===== config.mk =====
export PLATFORM = sky130hd
export DESIGN_NAME = can_irq_unit
export DESIGN_NICKNAME = d
export VERILOG_FILES = /design/src/rtl/can_irq_pkg.sv /design/src/rtl/can_irq_flags.sv /design/src/rtl/can_irq_regs.sv /design/src/rtl/can_irq_prio.sv /design/src/rtl/can_irq_unit.sv
export SDC_FILE = /design/constraint.sdc
export NUM_CORES = 1
export LEC_CHECK = 0
export BUFFER_PORTS_ARGS = -buffer_cell sky130_fd_sc_hd__buf_2
export CAP_MARGIN = 25
export CORE_MARGIN = 5
export CORE_UTILIZATION = 50
export CTS_CLUSTER_DIAMETER = 150
export DETAILED_ROUTE_END_ITERATION = 6
export PLACE_DENSITY = 0.85
export SYNTH_ARGS = -nofsm -noshare
export SYNTH_HDL_FRONTEND = slang
export SYNTH_SLANG_ARGS = --single-unit

===== constraint.sdc =====
create_clock -name clk -period 1.55 [get_ports clk]
set_clock_uncertainty 0.1 [all_clocks]
set_input_delay 0.0775 -clock clk [delete_from_list [all_inputs] [get_ports clk]]
set_output_delay 0.0775 -clock clk [all_outputs]
set_load 0.005 [all_outputs]

===== src/rtl/can_irq_pkg.sv =====
package can_irq_pkg;
    localparam int DATA_W  = 16;
    localparam int NUM_BUF = 15;
    localparam int SRC_N   = NUM_BUF + 1;
    localparam int ERR_BIT = DATA_W - 1;
    localparam int CODE_W  = $clog2(NUM_BUF + 1);
    localparam int NS_W    = 3;

    typedef enum logic [1:0] {
        REG_CLEAR  = 2'd0,
        REG_ENABLE = 2'd1,
        REG_STATUS = 2'd2,
        REG_SPARE  = 2'd3
    } reg_sel_e;

    // Field placement in the status word.
    localparam int ST_CODE_LSB = 0;
    localparam int ST_IRQ_BIT  = CODE_W;
    localparam int ST_NS_LSB   = CODE_W + 1;
endpackage


===== src/rtl/can_irq_flags.sv =====
module can_irq_flags
    import can_irq_pkg::*;
#(
    parameter int N = SRC_N
) (
    input  logic         clk,
    input  logic         rst_n,
    input  logic [N-1:0] set_vec,
    input  logic [N-1:0] clr_vec,
    output logic [N-1:0] pend
);
    for (genvar g = 0; g < N; g++) begin : g_flag
        always_ff @(posedge clk or negedge rst_n) begin
            if (!rst_n)
                pend[g] <= 1'b0;
            else if (set_vec[g])
                pend[g] <= 1'b1;
            else if (clr_vec[g])
                pend[g] <= 1'b0;
        end
    end

    // a set pulse is never lost, even against a clear
    p_set_wins_r9: assert property (@(posedge clk) disable iff (!rst_n)
        (|set_vec) |=> ((pend & $past(set_vec)) == $past(set_vec)));

    // a write-one clear without a set leaves the flag low
    p_clear_takes_r2: assert property (@(posedge clk) disable iff (!rst_n)
        (|(clr_vec & ~set_vec)) |=> ((pend & $past(clr_vec & ~set_vec)) == '0));
endmodule


===== src/rtl/can_irq_regs.sv =====
module can_irq_regs
    import can_irq_pkg::*;
(
    input  logic              clk,
    input  logic              rst_n,
    input  logic [1:0]        addr,
    input  logic [DATA_W-1:0] wdata,
    input  logic              we,
    input  logic [NS_W-1:0]   node_state,
    input  logic              irq_q,
    input  logic [CODE_W-1:0] code_q,
    output logic [DATA_W-1:0] en_mask,
    output logic [DATA_W-1:0] clr_pulse,
    output logic [DATA_W-1:0] rdata
);
    reg_sel_e sel;
    logic [DATA_W-1:0] status_word;

    assign sel = reg_sel_e'(addr);

    always_ff @(posedge clk or negedge rst_n) begin
        if (!rst_n)
            en_mask <= '0;
        else if (we && sel == REG_ENABLE)
            en_mask <= wdata;
    end

    // The clear register holds no state: its write only yields a pulse.
    assign clr_pulse = (we && sel == REG_CLEAR) ? wdata : '0;

    always_comb begin
        status_word = '0;
        status_word[ST_CODE_LSB +: CODE_W] = code_q;
        status_word[ST_IRQ_BIT]            = irq_q;
        status_word[ST_NS_LSB +: NS_W]     = node_state;
    end

    always_comb begin
        unique case (sel)
            REG_ENABLE: rdata = en_mask;
            REG_STATUS: rdata = status_word;
            REG_CLEAR,
            REG_SPARE:  rdata = '0;
            default:    rdata = '0;
        endcase
    end

    // an enable write is held exactly
    p_en_write_r4: assert property (@(posedge clk) disable iff (!rst_n)
        (we && addr == 2'd1) |=> (en_mask == $past(wdata)));

    // only an enable write changes the mask
    p_en_hold_r10: assert property (@(posedge clk) disable iff (!rst_n)
        !(we && addr == 2'd1) |=> $stable(en_mask));
endmodule


===== src/rtl/can_irq_prio.sv =====
module can_irq_prio
    import can_irq_pkg::*;
#(
    parameter int NB = NUM_BUF
) (
    input  logic              clk,
    input  logic              rst_n,
    input  logic              err_hit,
    input  logic [NB-1:0]     buf_hit,
    output logic              irq_q,
    output logic [CODE_W-1:0] code_q
);
    logic              irq_d;
    logic [CODE_W-1:0] code_d;

    always_comb begin
        code_d = '0;
        for (int i = NB - 1; i >= 0; i--) begin
            if (buf_hit[i])
                code_d = CODE_W'(i + 1);
        end
        if (err_hit)
            code_d = '0;
        irq_d = err_hit | (|buf_hit);
    end

    always_ff @(posedge clk or negedge rst_n) begin
        if (!rst_n) begin
            irq_q  <= 1'b0;
            code_q <= '0;
        end else begin
            irq_q  <= irq_d;
            code_q <= code_d;
        end
    end

    // nothing enabled and pending gives an all-zero code
    p_idle_zero_r8: assert property (@(posedge clk) disable iff (!rst_n)
        !(err_hit || (|buf_hit)) |=> (!irq_q && code_q == '0));

    // the error outranks every buffer
    p_err_first_r6: assert property (@(posedge clk) disable iff (!rst_n)
        err_hit |=> (irq_q && code_q == '0));

    // buffer 0 alone at the top gives code 1
    p_buf0_code_r7: assert property (@(posedge clk) disable iff (!rst_n)
        (!err_hit && buf_hit[0]) |=> (irq_q && code_q == CODE_W'(1)));
endmodule


===== src/rtl/can_irq_unit.sv =====
module can_irq_unit
    import can_irq_pkg::*;
(
    input  logic         clk,
    input  logic         rst_n,
    input  logic [1:0]   bus_addr,
    input  logic [15:0]  bus_wdata,
    input  logic         bus_we,
    output logic [15:0]  bus_rdata,
    input  logic         err_set,
    input  logic [14:0]  buf_set,
    input  logic [2:0]   node_state,
    output logic         irq_o
);
    logic [DATA_W-1:0] en_mask;
    logic [DATA_W-1:0] clr_pulse;
    logic [SRC_N-1:0]  set_vec;
    logic [SRC_N-1:0]  pend;
    logic [SRC_N-1:0]  hit;
    logic              irq_q;
    logic [CODE_W-1:0] code_q;

    // Bit ERR_BIT of every vector is the error source, bits below are buffers.
    assign set_vec = {err_set, buf_set};
    assign hit     = pend & en_mask;

    can_irq_regs u_regs (
        .clk        (clk),
        .rst_n      (rst_n),
        .addr       (bus_addr),
        .wdata      (bus_wdata),
        .we         (bus_we),
        .node_state (node_state),
        .irq_q      (irq_q),
        .code_q     (code_q),
        .en_mask    (en_mask),
        .clr_pulse  (clr_pulse),
        .rdata      (bus_rdata)
    );

    can_irq_flags #(.N(SRC_N)) u_flags (
        .clk     (clk),
        .rst_n   (rst_n),
        .set_vec (set_vec),
        .clr_vec (clr_pulse),
        .pend    (pend)
    );

    can_irq_prio #(.NB(NUM_BUF)) u_prio (
        .clk     (clk),
        .rst_n   (rst_n),
        .err_hit (hit[ERR_BIT]),
        .buf_hit (hit[NUM_BUF-1:0]),
        .irq_q   (irq_q),
        .code_q  (code_q)
    );

    assign irq_o = irq_q;

    // the request output follows the registered pending-and-enabled state
    p_irq_follow_r11: assert property (@(posedge clk) disable iff (!rst_n)
        (|hit) |=> irq_o);

    // with an empty mask no request can rise
    p_mask_blocks_r5: assert property (@(posedge clk) disable iff (!rst_n)
        (en_mask == '0) |=> !irq_o);
endmodule


==> qor.yml, run 1 <==
critical_path:
  endpoint_kind: "register"
  critPathTopFamily: "simple AND/OR/NAND/NOR gates"
  cp-start-kind: "register"
  slowest_stage: "dfrtp_1"
  crit_type: "reg -> reg"
  crit_fanout: 4
  crit_buf_inv: 0
  crit_arrival_ns: 1.59
  crit_required_ns: 1.70
  cpPeakStageDelay_ns: 0.44
  crit_path_cell_trace: "a22oi_1 -> nand3_1 -> nor4_1"
synthesis:
  synth_common_cells: "dfrtp_1 (37), nand2_1 (27), a21o_1 (16)"
  syn_inst: 148
  synth_edf_count: 0
  mappedNetlistArea_mm2: 0.00175
  yosys-top-cells-area: "dfrtp_1 (53%), mux2_4 (8.6%), a21o_1 (6.9%)"
  yosys.area.top_type: "dfrtp_1"
  synth_area_per_cell_um2: 11.8
  yosys_warnings: 0
  synth_most_common_cell: "dfrtp_1"
  ys.flop_type: "dfrtp_1"
  syn_nets: 188
  synth_seq_area_share_pct: 52.9
  async_flop_share_pct: 100
  ys_ff_latch: 37
  synth_cell_types: 25
  post-synth-top-area-fraction_pct: 52.9
clock_network:
  path_clk_slew_ns: 0.11
  cts_resized: 0
  htree_levels: 2
  cts_num_sinks: 37
  cts_root_buf: "clkbuf_4"
  insertion_delay_ns: 0.35
  clockBufferDepth: 2
  cts_tree: "built"
  cts_setup_buffers: 0
  cts_buffers: 5
finish:
  drive_gt1_share_pct: 33.1
  diodes: 0
  seqCellArea_um2: 926
  fin_nets: 299
  multi_input_area_um2: 790
  fill_cells: 226
  syn_to_final_growth_pct: 51.9
place:
  dp_slack_ns: 0.143
  port_buffers: 56
  place_congestion: 0.771
  hpwl_um: 3040
routing:
  drtAntennaViolNets: 0
  dr.first_iter.drc_count: 113
  wl_per_cell_um: 17.0
  routed_wl_um: 5200
  drc_errors: 0
  drt_first_pass_iters: 4
  avgViaCountPerCell: 5.42
  num_vias: 1659
timing:
  final.period_utilization_pct: 92.9
  setup_viol_count_final: 0
  fmax_ghz: 0.694
  max_slew.worst_pin.slew_ns: 0.436
  finalHoldViolCount: 0
  slew_violations: 0
  rsz0062_at_grt: "no"
  max-slew-margin-rel_pct: 70.9
  finalWorstSetupSlack_ns: 0.110
  finalSetupTns_ns: 0
  period_needed_ns: 1.44
grt:
  track_usage_pct: 22.9
  grt_max_degree: 21
  gr-total-overflow: 0
  antenna_found_initial: 0
  grt_pass1_wl_um: 8760
  grt_pass1_vias: 1761
die:
  die_h_um: 69.1
  core-area_mm2: 0.00336
  die_area_mm2: 0.00478
  dieWidth_um: 69.1
  start_util_pct: 52.0
  io_pins: 57
  rows: 21
run_status:
  run_status: "finished clean"
min_path:
  hold_path_class: "in -> async"
power:
  power.leakage_nw: 1.20
  power.density_mw_per_mm2: 887
  vdd_drop_max_uv: 536
flow_run:
  drv_cap: 0
[registers in the layout, indices dropped and copies added, names as in the netlist]
name            count
u_prio.code_q       4
u_regs.en_mask     16
u_prio.irq_q        1
u_flags.pend       16
[routing by layer]
metal / vias to the layer above / wire length (um) / global-route usage [%]
li1: 766 / - / -
met1: 810 / 2230 / 28.5
met2: 75 / 2550 / 38.2
met3: 8 / 344 / 6.25
met4: 0 / 80 / 8.03
met5: - / 0 / 0
[final cells by class]
cell class / instances / area share [%]
flip-flops and latches: 37 / 34.9
repair buffers: 109 / 30.6
multi-input cells: 106 / 29.7
clock buffers: 7 / 2.45
well taps: 46 / 2.17
clock inverters: 1 / 0.188
[worst paths after layout]
kind / from / to / slack [ns] / cells past startpoint
min in group clk: bus_we / u_regs.en_mask[0]$_DFFE_PN0P_ / 0.19 / 3
worst max-delay path: u_regs.en_mask[2]$_DFFE_PN0P_ / u_prio.code_q[3]$_DFF_PN0_ / 0.11 / 3
worst max register to register: u_regs.en_mask[2]$_DFFE_PN0P_ / u_prio.code_q[3]$_DFF_PN0_ / 0.11 / 3
worst min-delay path: rst_n / u_flags.pend[3]$_DFFE_PN0P_ / 0.1 / 2
max in group asynchronous: rst_n / u_regs.en_mask[12]$_DFFE_PN0P_ / 0.79 / 3
worst min register to register: u_flags.pend[15]$_DFFE_PN0P_ / u_prio.code_q[1]$_DFF_PN0_ / 0.44 / 1
[per-stage QoR]
step	hold slack [ns]	instance area (um^2)	util, %	total power, mW	instances
final	0.0957	2660	79.0	2.36	306
after detailed placement	-0.0643	2100	62.3	1.69	249
after CTS	0.0777	2660	79.0	2.34	306
after global routing	0.142	2660	79.0	2.47	306
after floorplan	-0.318	1750	-	1.49	148
after global placement	-0.0690	2100	62.3	1.67	249
[cells by family (layout without fill, tap and decap cells)]
group,count (synthesis),in the layout,share of synthesized area (%)
and+or+nand+nor,48,48,13.4
AOI/OAI and AO/OA,42,42,19.2
DFF,37,37,52.9
muxes,16,16,12.4
buffers and inverters,5,117,1.93
[power by group]
| group | switching [mW] | leakage (nW) | internal, mW |
|---|---|---|---|
| sequential | 0.119 | 0.397 | 1.08 |
| clock | 0.320 | 0.0413 | 0.263 |
| combinational | 0.227 | 0.758 | 0.351 |
| total | 0.666 | 1.20 | 1.69 |
[timing repair]
action | CTS | global route
endpoints found under the hold margin | 69 | 0
hold buffers | 49 | 0
endpoints found under the setup margin | 0 | 1
[cell usage in the layout (no fill, tap or decap), drive strengths merged, types with 2 or more instances in the layout]
| cell | n |
|---|---|
| buf | 60 |
| dlygate4sd3 | 49 |
| dfrtp | 37 |
| nand2 | 28 |
| a21o | 16 |
| mux2 | 16 |
| a22o | 13 |
| and2 | 8 |
| clkbuf | 7 |
| a22oi | 3 |
| nand3 | 3 |
| nor2b | 3 |
| a222oi | 3 |
| nor2 | 2 |
| a31oi | 2 |
| a32o | 2 |
(Power assumes the default switching activity.)
==> run 2, diff against run 1 <==
--- a/config.mk
+++ b/config.mk
@@ -11,7 +11,8 @@
 export CORE_UTILIZATION = 50
 export CTS_CLUSTER_DIAMETER = 150
 export DETAILED_ROUTE_END_ITERATION = 6
-export PLACE_DENSITY = 0.85
+export PLACE_DENSITY = 0.79
+export REMOVE_ABC_BUFFERS = 1
 export SYNTH_ARGS = -nofsm -noshare
 export SYNTH_HDL_FRONTEND = slang
 export SYNTH_SLANG_ARGS = --single-unit
==> qor.yml, run 2 (synthesis results as in run 1) <==
routing:
  wl_met1_um: 1970
  wl_met2_um: 2600
  num_vias: 1645
  dr.first_iter.drc_count: 99
  drc_errors: 0
  wl_per_cell_um: 16.5
  drtAntennaViolNets: 0
  highest-signal-layer: "met4"
  avgViaCountPerCell: 5.39
  drt_first_pass_iters: 5
  wl_met3_um: 318
  routed_wl_um: 5030
min_path:
  hold_path_class: "in -> async"
timing:
  max_slew.worst_pin.slew_ns: 0.655
  setup_viol_count_final: 0
  rsz0062_at_grt: "no"
  finalSetupTns_ns: 0
  max-slew-margin-rel_pct: 56.3
  slew_violations: 0
  whs_ns: 0.173
  final.period_utilization_pct: 95.7
  finalHoldViolCount: 0
  fmax_ghz: 0.674
  period_needed_ns: 1.48
clock_network:
  cts_resized: 0
  clockBufferDepth: 2
  cts_setup_buffers: 0
  cts_tree: "built"
  ctsHoldBuffers: 49
  cts_num_sinks: 37
  cts_root_buf: "clkbuf_4"
  cts_buffers: 5
  htree_levels: 2
  path_clk_slew_ns: 0.11
  insertion_delay_ns: 0.36
run_status:
  run_status: "finished clean"
power:
  vdd_drop_max_uv: 705
  power.density_mw_per_mm2: 930
  power.leakage_nw: 1.19
finish:
  fill_cells: 225
  fin_nets: 298
  syn_to_final_growth_pct: 51.6
  drive_gt1_share_pct: 32.4
  layout_commonest_cell: "buf_2"
  final_cell_area_mm2: 0.00265
  instances_no_fill: 305
  diodes: 0
  final_cell_mix: "buf_2 (56), dlygate4sd3_1 (49), dfrtp_1 (37)"
  reg.largest.list: "u_flags.pend x16, u_regs.en_mask x16, u_prio.code_q x4"
flow_run:
  drv_cap: 0
place:
  place_congestion: 0.894
  port_buffers: 56
  hpwl_um: 3220
  dp_cells: 248
  placed_cell_area_mm2: 0.00208
die:
  die_area_mm2: 0.00478
  rows: 21
  dieWidth_um: 69.1
  die_h_um: 69.1
  io_pins: 57
  start_util_pct: 52.0
  core-area_mm2: 0.00336
critical_path:
  reg2reg_depth: 4
  crit_required_ns: 1.69
  endpoint_kind: "register"
  crit_fanout: 3
  crit_arrival_ns: 1.62
  crit_type: "reg -> reg"
  r2r-end: "u_prio.code_q[1]$_DFF_PN0_"
  r2r_start: "u_flags.pend[8]$_DFFE_PN0P_"
  worst-r2r-setup-slack_ns: 0.07
  cp-start-kind: "register"
grt:
  grt_max_degree: 38
  grt_pass1_vias: 1769
  grt_pass1_wl_um: 8350
  track_usage_pct: 21.8
  antenna_found_initial: 0
  gr-total-overflow: 0
[run 2: cell types whose count changed in the layout (fill, tap and decap cells not counted)]
cell,change
clkbuf_1,+1
clkbuf_8,-1
buf_12,-1
bufinv_16,+1
clkinv_2,-1
[run 2: how the worst max path moves through the flow]
stage | start | to | slack, ns | depth (start not counted)
3_5_place_dp | u_regs.en_mask[8]$_DFFE_PN0P_ | u_prio.code_q[1]$_DFF_PN0_ | 0.11 | 4
4_1_cts | u_flags.pend[8]$_DFFE_PN0P_ | u_prio.code_q[1]$_DFF_PN0_ | 0.1 | 4
3_3_place_gp | u_regs.en_mask[8]$_DFFE_PN0P_ | u_prio.code_q[0]$_DFF_PN0_ | 0.22 | 3
2_1_floorplan | bus_addr[0] | u_regs.en_mask[0]$_DFFE_PN0P_ | 0.01 | 3
5_1_grt | u_regs.en_mask[7]$_DFFE_PN0P_ | u_prio.code_q[1]$_DFF_PN0_ | 0.03 | 4
6_report | u_flags.pend[8]$_DFFE_PN0P_ | u_prio.code_q[1]$_DFF_PN0_ | 0.07 | 4
[run 2: cell type report]
class | instances | area [um^2] | area share [%]
Clock buffer | 7 | 55.1 | 2.08
Clock inverter | 1 | 30.0 | 1.13
Multi-Input combinational cell | 106 | 790 | 29.8
Tap cell | 46 | 57.6 | 2.17
Sequential cell | 37 | 926 | 34.9
Timing Repair Buffer | 108 | 793 | 29.9
[run 2: where the power goes]
part           total [mW]  switching [mW]  internal (mW)
combinational       0.571           0.225          0.346
clock               0.706           0.321          0.385
sequential           1.19           0.113           1.08
total                2.47           0.658           1.81
[run 2: worst max-delay path, cell delays in order, from the launching register on]
cell and delay (ns):
dfrtp_1 0.43, a22o_1 0.26, a31oi_1 0.20, o31ai_1 0.10
a222oi_1 0.27
[run 2: layer usage]
metal | track usage (%) | vias to the layer above
li1 | - | 762
met1 | 24.8 | 796
met2 | 38.5 | 75
met3 | 4.36 | 12
met4 | 10.8 | 0
met5 | 0 | -
[run 2: metrics by stage]
step | util [%] | setup slack, ns | total power, mW
final | 78.8 | 0.0661 | 2.47
after global routing | 78.8 | 0.0270 | 2.58
after CTS | 78.8 | 0.0956 | 2.48
after detailed placement | 61.7 | 0.112 | 1.69
after global placement | 61.7 | 0.222 | 1.66
after floorplan | - | 0.0145 | 1.48
